==> config.mk <==
export PLATFORM = sky130hd
export DESIGN_NAME = dma_xfer_engine
export DESIGN_NICKNAME = d
export VERILOG_FILES = /design/src/rtl/dma_eng_pkg.sv /design/src/rtl/dma_page_unit.sv /design/src/rtl/dma_addr_cnt.sv /design/src/rtl/dma_seq.sv /design/src/rtl/dma_xfer_engine.sv
export SDC_FILE = /design/constraint.sdc
export NUM_CORES = 1
export LEC_CHECK = 0
export BUFFER_PORTS_ARGS = -buffer_cell sky130_fd_sc_hd__buf_4
export CAP_MARGIN = 20
export CORE_ASPECT_RATIO = 1.5
export CORE_MARGIN = 10
export CORE_UTILIZATION = 45
export CTS_CLUSTER_DIAMETER = 100
export CTS_CLUSTER_SIZE = 30
export DETAILED_ROUTE_END_ITERATION = 7
export GPL_TIMING_DRIVEN = 0
export PLACE_DENSITY = 0.7
export SLEW_MARGIN = 25
export SYNTH_ARGS = -nofsm -noshare
export SYNTH_HDL_FRONTEND = slang
export SYNTH_SLANG_ARGS = --single-unit
==> constraint.sdc <==
create_clock -name clk -period 2.9 [get_ports clk]
set_input_delay 0.435 -clock clk [delete_from_list [all_inputs] [get_ports clk]]
set_output_delay 0.435 -clock clk [all_outputs]
set_load 0.05 [all_outputs]
==> src/rtl/dma_eng_pkg.sv <==
// Package: shared selector codes and sequencer states for the channel engine.
package dma_eng_pkg;

    typedef enum logic [2:0] {
        SEL_ADDR   = 3'd0,
        SEL_COUNT  = 3'd1,
        SEL_PGLO   = 3'd2,
        SEL_PGHI   = 3'd3,
        SEL_MODE   = 3'd4,
        SEL_MASK   = 3'd5
    } reg_sel_e;

    typedef enum logic [1:0] {
        ST_IDLE = 2'd0,
        ST_REQ  = 2'd1,
        ST_XFER = 2'd2
    } seq_st_e;

    // Kept mode bits 7:4: [3:2] kind, [1] down-count, [0] auto-reload
    localparam logic [1:0] KIND_PASS = 2'b11;

endpackage

==> src/rtl/dma_page_unit.sv <==
// Page unit: holds the two page bytes and the carry-enable flag.
// Writing the lower byte clears carry mode; writing the upper byte sets it.
// Assumes carry_up and carry_dn are never both high.
module dma_page_unit #(
    parameter int PG_W    = 8,
    parameter int WORD_CH = 0
) (
    input  logic              clk,
    input  logic              rst_n,
    input  logic              lo_we,
    input  logic              hi_we,
    input  logic [PG_W-1:0]   wdata,
    input  logic              carry_up,
    input  logic              carry_dn,
    output logic [2*PG_W-1:0] page,
    output logic              carry_en
);
    localparam int PW = 2 * PG_W;
    localparam logic [PW-1:0] STEP = (WORD_CH != 0) ? PW'(2) : PW'(1);

    logic [PG_W-1:0] lo_q, hi_q;
    logic            en_q;

    // Page bytes: software writes take precedence over a carry
    always_ff @(posedge clk) begin
        if (!rst_n) begin
            lo_q <= '0;
            hi_q <= '0;
            en_q <= 1'b0;
        end else if (lo_we) begin
            lo_q <= wdata;
            en_q <= 1'b0;
        end else if (hi_we) begin
            hi_q <= wdata;
            en_q <= 1'b1;
        end else if (carry_up) begin
            {hi_q, lo_q} <= {hi_q, lo_q} + STEP;
        end else if (carry_dn) begin
            {hi_q, lo_q} <= {hi_q, lo_q} - STEP;
        end
    end

    assign page     = {hi_q, lo_q};
    assign carry_en = en_q;
endmodule

==> src/rtl/dma_addr_cnt.sv <==
// Address/count unit: base and current address and count registers.
// On each step the address moves by one, the count drops by one,
// or both reload from base. Assumes step is a single-cycle strobe.
module dma_addr_cnt #(
    parameter int CNT_W = 16
) (
    input  logic             clk,
    input  logic             rst_n,
    input  logic             addr_we,
    input  logic             cnt_we,
    input  logic [CNT_W-1:0] wdata,
    input  logic             step,
    input  logic             dec,
    input  logic             reload,
    output logic [CNT_W-1:0] cur_addr,
    output logic [CNT_W-1:0] cur_cnt,
    output logic             wrap,
    output logic             cnt_zero
);
    logic [CNT_W-1:0] base_addr_q, cur_addr_q, base_cnt_q, cur_cnt_q;

    // Address registers: a write loads base and current together
    always_ff @(posedge clk) begin
        if (!rst_n) begin
            base_addr_q <= '0;
            cur_addr_q  <= '0;
        end else if (addr_we) begin
            base_addr_q <= wdata;
            cur_addr_q  <= wdata;
        end else if (step) begin
            if (reload)   cur_addr_q <= base_addr_q;
            else if (dec) cur_addr_q <= cur_addr_q - CNT_W'(1);
            else          cur_addr_q <= cur_addr_q + CNT_W'(1);
        end
    end

    // Count registers: decrement per transfer, reload at block end
    always_ff @(posedge clk) begin
        if (!rst_n) begin
            base_cnt_q <= '0;
            cur_cnt_q  <= '0;
        end else if (cnt_we) begin
            base_cnt_q <= wdata;
            cur_cnt_q  <= wdata;
        end else if (step) begin
            if (reload) cur_cnt_q <= base_cnt_q;
            else        cur_cnt_q <= cur_cnt_q - CNT_W'(1);
        end
    end

    // The next step leaves the 16-bit range in the current direction
    always_comb begin
        wrap = dec ? (cur_addr_q == '0) : (&cur_addr_q);
    end

    assign cnt_zero = (cur_cnt_q == '0);
    assign cur_addr = cur_addr_q;
    assign cur_cnt  = cur_cnt_q;
endmodule

==> src/rtl/dma_seq.sv <==
// Sequencer: request/grant handshake and mask flag.
// Normal mode: idle -> request -> one transfer cycle -> idle.
// Pass-through mode forwards request and grant combinationally.
module dma_seq
    import dma_eng_pkg::*;
(
    input  logic clk,
    input  logic rst_n,
    input  logic dreq,
    input  logic hold_ack,
    input  logic pass_mode,
    input  logic mask_we,
    input  logic mask_wbit,
    input  logic end_mask,
    output logic hold_req,
    output logic dack,
    output logic xfer,
    output logic mask
);
    seq_st_e st_q, st_d;
    logic    mask_q;

    // Next-state logic for the handshake
    always_comb begin
        st_d = st_q;
        unique case (st_q)
            ST_IDLE: if (dreq && !mask_q && !pass_mode) st_d = ST_REQ;
            ST_REQ:  if (hold_ack) st_d = ST_XFER;
            ST_XFER: st_d = ST_IDLE;
            default: st_d = ST_IDLE;
        endcase
    end

    // State register
    always_ff @(posedge clk) begin
        if (!rst_n) st_q <= ST_IDLE;
        else        st_q <= st_d;
    end

    // Mask flag: set at reset and at a non-reloading block end
    always_ff @(posedge clk) begin
        if (!rst_n)        mask_q <= 1'b1;
        else if (mask_we)  mask_q <= mask_wbit;
        else if (end_mask) mask_q <= 1'b1;
    end

    // Output decode for both modes
    always_comb begin
        xfer     = !pass_mode && (st_q == ST_XFER);
        hold_req = pass_mode ? (dreq && !mask_q) : (st_q == ST_REQ);
        dack     = pass_mode ? hold_ack : (st_q == ST_XFER);
    end

    assign mask = mask_q;
endmodule

==> src/rtl/dma_xfer_engine.sv <==
// Top: one DMA channel engine. Holds the mode bits, wires the page,
// address/count and sequencer units, and forms the physical address
// for a byte-wide (WORD_CH=0) or word-wide (WORD_CH=1) channel.
// Assumes CNT_W >= 8 and PG_W <= CNT_W.
module dma_xfer_engine
    import dma_eng_pkg::*;
#(
    parameter int WORD_CH = 0,
    parameter int CNT_W   = 16,
    parameter int PG_W    = 8
) (
    input  logic                      clk,
    input  logic                      rst_n,
    input  logic                      reg_we,
    input  logic [2:0]                reg_sel,
    input  logic [CNT_W-1:0]          reg_wdata,
    input  logic                      dreq,
    input  logic                      hold_ack,
    output logic                      hold_req,
    output logic                      dack,
    output logic                      tc,
    output logic                      mask_o,
    output logic [2*PG_W+CNT_W-1:0]   phys_addr,
    output logic [CNT_W-1:0]          cur_cnt_o
);
    localparam int PW = 2 * PG_W;

    reg_sel_e         sel;
    logic [3:0]       mode_q;
    logic             is_cascade, is_dec, is_auto;
    logic             xfer, wrap, cnt_zero, carry_en;
    logic [PW-1:0]    page;
    logic [CNT_W-1:0] cur_addr;

    assign sel = reg_sel_e'(reg_sel);

    // Mode register: keeps kind, direction and auto-reload bits
    always_ff @(posedge clk) begin
        if (!rst_n)                         mode_q <= '0;
        else if (reg_we && sel == SEL_MODE) mode_q <= reg_wdata[7:4];
    end

    assign is_cascade = (mode_q[3:2] == KIND_PASS);
    assign is_dec     = mode_q[1];
    assign is_auto    = mode_q[0];
    assign tc         = xfer && cnt_zero;

    dma_seq u_seq (
        .clk       (clk),
        .rst_n     (rst_n),
        .dreq      (dreq),
        .hold_ack  (hold_ack),
        .pass_mode (is_cascade),
        .mask_we   (reg_we && sel == SEL_MASK),
        .mask_wbit (reg_wdata[0]),
        .end_mask  (tc && !is_auto),
        .hold_req  (hold_req),
        .dack      (dack),
        .xfer      (xfer),
        .mask      (mask_o)
    );

    dma_addr_cnt #(.CNT_W(CNT_W)) u_ac (
        .clk      (clk),
        .rst_n    (rst_n),
        .addr_we  (reg_we && sel == SEL_ADDR),
        .cnt_we   (reg_we && sel == SEL_COUNT),
        .wdata    (reg_wdata),
        .step     (xfer),
        .dec      (is_dec),
        .reload   (tc && is_auto),
        .cur_addr (cur_addr),
        .cur_cnt  (cur_cnt_o),
        .wrap     (wrap),
        .cnt_zero (cnt_zero)
    );

    dma_page_unit #(.PG_W(PG_W), .WORD_CH(WORD_CH)) u_pg (
        .clk      (clk),
        .rst_n    (rst_n),
        .lo_we    (reg_we && sel == SEL_PGLO),
        .hi_we    (reg_we && sel == SEL_PGHI),
        .wdata    (reg_wdata[PG_W-1:0]),
        .carry_up (xfer && wrap && carry_en && !is_dec),
        .carry_dn (xfer && wrap && carry_en && is_dec),
        .page     (page),
        .carry_en (carry_en)
    );

    // Physical address layout chosen by channel width
    generate
        if (WORD_CH != 0) begin : g_word
            assign phys_addr = {page[PW-1:1], cur_addr, 1'b0};
        end else begin : g_byte
            assign phys_addr = {page, cur_addr};
        end
    endgenerate
endmodule

======== Yosys cells after proc, flatten, opt, wreduce, memory -nomap -nowiden ========
Index checks and enable logic that the tools add are counted.
Widths: inputs -> output; s select.
storage, ports and cells
  register bits ........................... 88
  output and inout bits ................... 52
  word-level logic and storage cells ...... 84
operators by class
  add/subtract/negate cells ............... 5
  eq/ne operators ......................... 11
  multiplexer cells ....................... 22
  bitwise logic cells ..................... 2
  reductions and logical operators ........ 34
operator list
  cell                   count
  $mux 16                7
  $mux 8                 7
  $sub 16x1->16 const B  3
  $add 16x1->16 const B  2
  $logic_not 16->1       2
  $logic_and 1x1->1      16
  $reduce_and 16->1      1
  $eq 3x2->1 const B     2
  $eq 3x3->1 const B     2
  $reduce_and 2->1       3
  $reduce_bool 2->1      3
  $reduce_bool 3->1      2
  $mux 1                 5
  $eq 2x2->1 const B     2
  $logic_not 1->1        4
  $mux 2                 2
  $ne 2x1->1 const B     2
  $pmux 2 s2             1
  $eq 3x1->1 const B     1
  $logic_not 3->1        1
  $eq 2x1->1 const B     1
  $logic_not 2->1        1
  $ne 2x2->1 const B     1
  $not 1->1              2
  $reduce_or 2->1        1

======== Depth between registers and ports, before layout ========
  depth in word-level cells ............... 10
  mapped depth ............................ 11

======== Cells and area by module ========
A second synthesis with hierarchy kept.
second synthesis, totals
  cell total of the unflattened synthesis .. 733
  area total of the unflattened synthesis .. 5659.2 um2
by module, submodules not included
  module           instances  cells an instance  area each (um2)  sequential area each (um2)
  dma_addr_cnt     1          508                3950.0           1281.2
  dma_page_unit    1          174                1300.0           340.3
  dma_xfer_engine  1          34                 261.5            80.1
  dma_seq          1          17                 147.6            60.1

======== Worst setup path before layout ========
OpenSTA, ideal clock, no wires.
  kind .................................... register to register
  from .................................... register u_ac.cur_cnt_q[10], in the netlist u_ac.cur_cnt[10]
  to ...................................... register u_ac.cur_addr_q[5], in the netlist u_ac.cur_addr[5]
  setup time .............................. 0.092 ns
  arrival ................................. 3.094 ns
  required time ........................... 2.808 ns
  setup slack ............................. -0.287 ns
  cell stages (with the launch flop) ...... 8
  path buffers ............................ 1
  clock period less this slack ............ 3.187 ns
  cells stage by stage .................... dfxtp_1 or3_4 or3_1 buf_2 nor3_1 and3_1 a211oi_1 o32ai_1
between the ends
  longest elaborated chain between the ends .. 6
RTL lines
  element                 RTL line               source
  from (decl)             dma_addr_cnt.sv:20     logic [CNT_W-1:0] base_addr_q, cur_addr_q, base_cnt_q, cur_cnt_q;
  from (signal assigned)  dma_addr_cnt.sv:44     cur_cnt_q <= wdata;
  from (signal assigned)  dma_addr_cnt.sv:46     if (reload) cur_cnt_q <= base_cnt_q;
  from (signal assigned)  dma_addr_cnt.sv:47     else cur_cnt_q <= cur_cnt_q - CNT_W'(1);
  $logic_not 16->1        dma_addr_cnt.sv:56     assign cnt_zero = (cur_cnt_q == '0);
  $logic_and 1x1->1       dma_xfer_engine.sv:46  assign tc = xfer && cnt_zero;
  via tc                  dma_xfer_engine.sv:21  output logic tc,
  $logic_and 1x1->1       dma_xfer_engine.sv:71  .reload (tc && is_auto),
  $mux 16                 dma_addr_cnt.sv:31     if (reload) cur_addr_q <= base_addr_q;
  $mux 16                 dma_addr_cnt.sv:30     end else if (step) begin
  $mux 16                 dma_addr_cnt.sv:27     end else if (addr_we) begin
  to (signal assigned)    dma_addr_cnt.sv:29     cur_addr_q <= wdata;
  to (signal assigned)    dma_addr_cnt.sv:31
  to (signal assigned)    dma_addr_cnt.sv:32     else if (dec) cur_addr_q <= cur_addr_q - CNT_W'(1);
  to (decl)               dma_addr_cnt.sv:20
The timed path passes the listed nets, and every way through them passes these cells. The select of a mux whose other input is x is not followed.
A chain may end at the register's enable or synchronous reset.

======== Final worst setup path ========
  from .................................... register mode_q[2]
  to ...................................... output port dack
between the ends
  longest elaborated chain between the ends .. 2
RTL lines
  element                 RTL line               source
  from (decl)             dma_xfer_engine.sv:29  logic [3:0] mode_q;
  from (signal assigned)  dma_xfer_engine.sv:40  else if (reg_we && sel == SEL_MODE) mode_q <= reg_wdata[7:4];
  $eq 2x2->1              dma_xfer_engine.sv:43  assign is_cascade = (mode_q[3:2] == KIND_PASS);
  $mux 1                  dma_seq.sv:51          dack = pass_mode ? hold_ack : (st_q == ST_XFER);
  to (decl)               dma_xfer_engine.sv:20  output logic dack,
No other way between the ends.

==> metrics.log <==
[metrics] critical path data arrival time: 2.32 ns
[metrics] total power density per cell area: roughly 460 nW/µm²
[metrics] Power Internal: roughly 2.0 mW
[metrics] path type of the worst min-delay path: in2reg
[metrics] area of the die: about 16000 µm²
[metrics] io pins: 76
[metrics] normalized max-slew margin: 0.507
[metrics] Max IR drop VDD: about 0.00037 V
[metrics] count of vias placed by the detailed router: 5746
[metrics] met3 layer wire length in the routed design: around 1.4 mm
[metrics] routed via count divided by cell count: a little over 6
[metrics] count of endpoints failing hold in the final timing report: 0
[metrics] highest clock frequency the design can meet: roughly 0.36 GHz
[metrics] iteration count of the initial detailed-routing pass: 5
[metrics] CORE AREA: 11200 µm²
[metrics] part of the power in the clock network: 0.400
[metrics] Net Switching: between 0.8 and 0.9 mW
[metrics] number of synthesized register bits: between 80 and 90
[metrics] Async SR Flop Fraction: 0
[metrics] wirelength, routed: between 15 and 20 mm
[metrics] Area growth, synth to finish: 20.1%
[metrics] number of buffers inserted to repair setup after CTS: 0
[metrics] Critical Path Fanout Max: 10
[metrics] Longest Clk Path Bufs: 2
[metrics] maximum number of pins on one net before global-route repair: 20
[metrics] sequential element share of the synthesized area: 0.340
[metrics] Root Buffer Master: sky130_fd_sc_hd__clkbuf_16
[metrics] Warnings, synthesis: 0
[metrics] most prevalent standard cell on the critical path: sky130_fd_sc_hd__nand2_1
[metrics] Post-Syn Area: approximately 5200 µm²
[metrics] clock-pin transition on the worst setup and hold timing paths: 0.06 ns
[metrics] total negative slack: 0 ns
[metrics] cell type group with the largest total delay on the critical path: buffers and inverters
[metrics] post-route ant nets: 0
[metrics] DRC Markers: 0
[metrics] TritonCTS clock tree: built
[metrics] Leak Pwr: 2.48 nW
[metrics] HPWL after detailed placement: around 14 mm
[metrics] DRC marker count from the first detailed-route iteration: 460
[metrics] Final Slew Violations: 0
[metrics] count of input and output buffers: 73
[metrics] setup repair after global routing missed its margin: false
[metrics] antenna diode count: 0
[metrics] highest-count cells in the layout ignoring fill and taps: sky130_fd_sc_hd__nand2_1 (110), sky130_fd_sc_hd__a21oi_1 (104), sky130_fd_sc_hd__dfxtp_1 (87), sky130_fd_sc_hd__buf_4 (74)
[metrics] number of flops mapped to enable cells by yosys: 0
[metrics] Die Span Y: approximately 150 µm
[metrics] final critical delay including setup and external delays: 2.75 ns
[metrics] antenna violations before repair: 0
[metrics] GRT Util Overall: 0.216
[metrics] metal1 wirelength: 6.95 mm
[metrics] final cycle utilization of the critical path: 0.949
[metrics] share of total power in combinational logic: 0.150
[metrics] nature of the critical path startpoint: register
[metrics] top layer reached by signal wires: met4
[metrics] latest clock arrival within the worst-skew pair: ~0.35 ns
[metrics] final setup skew: 0.00623 ns
[metrics] cell count after synthesis: between 600 and 700
[metrics] overall power consumption: around 2.8 mW
[metrics] Critical Path, Cell by Cell: nand2_1, nand2_1, clkbuf_1, buf_2, o21ai_0, buf_4
[metrics] total number of clock tree sinks: between 80 and 90
[metrics] Critical-path top delay cell: sky130_fd_sc_hd__clkbuf_1
[metrics] longest individual stage delay on the worst path: approximately 0.48 ns
[metrics] register share of total power: 0.450
[metrics] most common library cell in the layout ignoring fill and taps: sky130_fd_sc_hd__nand2_1
[metrics] switching power as a share of total power: 0.283
[metrics] GP Congestion: approximately 0.91
[metrics] Met2 Routed Length: approximately 9.3 mm
[metrics] per-instance average area after synthesis: 7.48 µm²
[metrics] post-DR wirelength/cell: between 15 and 20 µm
[metrics] starting density of the core: 0.463
[metrics] H-tree Lvls: 3
[metrics] number of global-route vias before repair: 5434
[metrics] status: completed
[metrics] first-pass GRT wire length: roughly 28 mm
[metrics] number of cell rows: 47
[metrics] Nets: between 800 and 900
[metrics] endpoint required time on the critical path: 2.47 ns
[metrics] Most used DFF post-synth: sky130_fd_sc_hd__dfxtp_1
[metrics] path type of the worst setup path: reg2out
[metrics] post-synth net total: approximately 740
[metrics] hold-fix buffers at CTS: 0
[metrics] Buf/Inv on CP: 3
[metrics] total setup violations reported at the end of the flow: 0
[metrics] Die Wd: 108 µm
[metrics] Yosys cell types: 61
[metrics] CTS buffer count: 9
[metrics] ratio of cells with drive above 1 in the final layout: 0.142
[metrics] worst-margin pin slew: around 0.73 ns
[metrics] Worst setup EP type: output port
[metrics] global route overflow: 0
[metrics] number of maximum-capacitance constraint violations: 0
## power groups by stage
stage,clock [mW],combinational [mW],sequential [mW]
finish,1.14,0.425,1.28
detailed placement,0,0.416,1.30
floorplan,0,0.211,1.36
CTS,1.14,0.418,1.28
global placement,0,0.410,1.30
global route,1.19,0.457,1.28
## cell type report
type | count | area, µm²
buffer | 41 | 193
clock buffer | 14 | 274
clock inverter | 2 | 12.5
fill | 1113 | 4960
inverter | 11 | 41.3
multi-input combinational | 551 | 3200
sequential | 88 | 1770
tap | 147 | 184
timing repair buffer | 73 | 548
## routing by layer
metal  up-vias  global-route usage
met5         -                   0
met1      2730               0.241
met3        53              0.0374
met2       280               0.382
li1       2683                   -
met4         0               0.115
## flip-flops by register name, indices dropped and copies added (netlist names)
register / count
mode_q: 4
u_ac.base_addr_q: 16
u_ac.base_cnt_q: 16
u_ac.cur_addr: 16
u_ac.cur_cnt: 16
u_pg.carry_en: 1
u_pg.hi_q: 8
u_pg.lo_q: 8
u_seq.mask: 1
u_seq.st_q: 2
## worst register-to-register path, cell delays in order, from the launching register on
cell                       delay, ns
sky130_fd_sc_hd__dfxtp_1        0.37
sky130_fd_sc_hd__or3_4          0.42
sky130_fd_sc_hd__or3_1          0.31
sky130_fd_sc_hd__buf_2          0.18
sky130_fd_sc_hd__nor3_4         0.42
sky130_fd_sc_hd__buf_2          0.34
sky130_fd_sc_hd__nand2_1        0.09
sky130_fd_sc_hd__a211oi_1       0.25
sky130_fd_sc_hd__a31oi_1        0.07
sky130_fd_sc_hd__a21oi_1        0.18
## kinds of logic after synthesis
kind of cell    Yosys count  synth area share
simple gates            263             0.239
compound gates          235             0.268
flops                    88             0.340
buf+inv                  53            0.0459
xor+xnor                 28            0.0474
fa+ha+maj                19            0.0474
mux                       6            0.0116
## final timing paths
kind / to / depth (start not counted) / start / slack, ns
min: u_ac.cur_cnt[10]$_SDFFE_PN0P_ / 3 / reg_wdata[10] / 0.32
min reg2reg: u_ac.base_cnt_q[11]$_SDFFE_PN0P_ / 2 / u_ac.base_cnt_q[11]$_SDFFE_PN0P_ / 0.46
max: dack / 6 / mode_q[2]$_SDFFE_PN0P_ / 0.15
max reg2reg: u_ac.cur_cnt[4]$_SDFFE_PN0P_ / 9 / u_ac.cur_cnt[10]$_SDFFE_PN0P_ / 0.20
## Yosys cell counts, types with 2 or more instances
master | number | area, µm²
sky130_fd_sc_hd__a221oi_1 | 4 | 35.0
sky130_fd_sc_hd__nand4b_1 | 2 | 17.5
sky130_fd_sc_hd__a31oi_1 | 8 | 50.1
sky130_fd_sc_hd__o21ai_1 | 2 | 10.0
sky130_fd_sc_hd__a211oi_1 | 10 | 75.1
sky130_fd_sc_hd__xnor2_1 | 23 | 201
sky130_fd_sc_hd__nor2b_1 | 5 | 31.3
sky130_fd_sc_hd__or2_2 | 4 | 25.0
sky130_fd_sc_hd__nand2_1 | 110 | 413
sky130_fd_sc_hd__a21oi_1 | 104 | 521
sky130_fd_sc_hd__o221ai_1 | 3 | 26.3
sky130_fd_sc_hd__clkbuf_1 | 28 | 105
sky130_fd_sc_hd__ha_1 | 18 | 225
sky130_fd_sc_hd__o21ai_0 | 52 | 260
sky130_fd_sc_hd__a21o_1 | 9 | 67.6
sky130_fd_sc_hd__or3_1 | 7 | 43.8
sky130_fd_sc_hd__nand3_1 | 17 | 85.1
sky130_fd_sc_hd__o21bai_1 | 4 | 30.0
sky130_fd_sc_hd__o22ai_1 | 14 | 87.6
sky130_fd_sc_hd__o2bb2ai_1 | 2 | 17.5
sky130_fd_sc_hd__xor2_1 | 5 | 43.8
sky130_fd_sc_hd__nand4_1 | 15 | 93.8
sky130_fd_sc_hd__or4_1 | 5 | 37.5
sky130_fd_sc_hd__nor2_1 | 52 | 195
sky130_fd_sc_hd__nor3_1 | 16 | 80.1
sky130_fd_sc_hd__nor4_1 | 6 | 37.5
sky130_fd_sc_hd__mux2i_1 | 6 | 60.1
sky130_fd_sc_hd__o21a_1 | 2 | 15.0
sky130_fd_sc_hd__o211a_1 | 2 | 20.0
sky130_fd_sc_hd__nand3b_1 | 2 | 15.0
sky130_fd_sc_hd__inv_1 | 10 | 37.5
sky130_fd_sc_hd__o32ai_1 | 3 | 26.3
sky130_fd_sc_hd__buf_2 | 5 | 25.0
sky130_fd_sc_hd__a221o_1 | 6 | 60.1
sky130_fd_sc_hd__and3_1 | 6 | 37.5
sky130_fd_sc_hd__and2_1 | 5 | 31.3
sky130_fd_sc_hd__o211ai_1 | 3 | 22.5
sky130_fd_sc_hd__nand2b_1 | 3 | 18.8
sky130_fd_sc_hd__dfxtp_1 | 88 | 1760
sky130_fd_sc_hd__buf_1 | 5 | 18.8
## through the flow
step / worst slack (ns) / std cells / cell area [µm²] / utilization / hold slack (ns)
global route: 0.0305 / 927 / 6220 / 0.556 / 0.345
detailed placement: -0.113 / 912 / 5910 / 0.529 / 0.448
finish: 0.148 / 927 / 6220 / 0.556 / 0.315
CTS: 0.0539 / 928 / 6200 / 0.555 / 0.319
floorplan: 0.208 / 692 / 5180 / - / 0.426
global placement: -0.0823 / 912 / 5910 / 0.529 / 0.442
## repair_timing
action	in CTS	in global routing
endpoints found under the setup margin	10	33
gates cloned	0	0
resized for setup	1	4
Power figures use the tool's default switching activity.
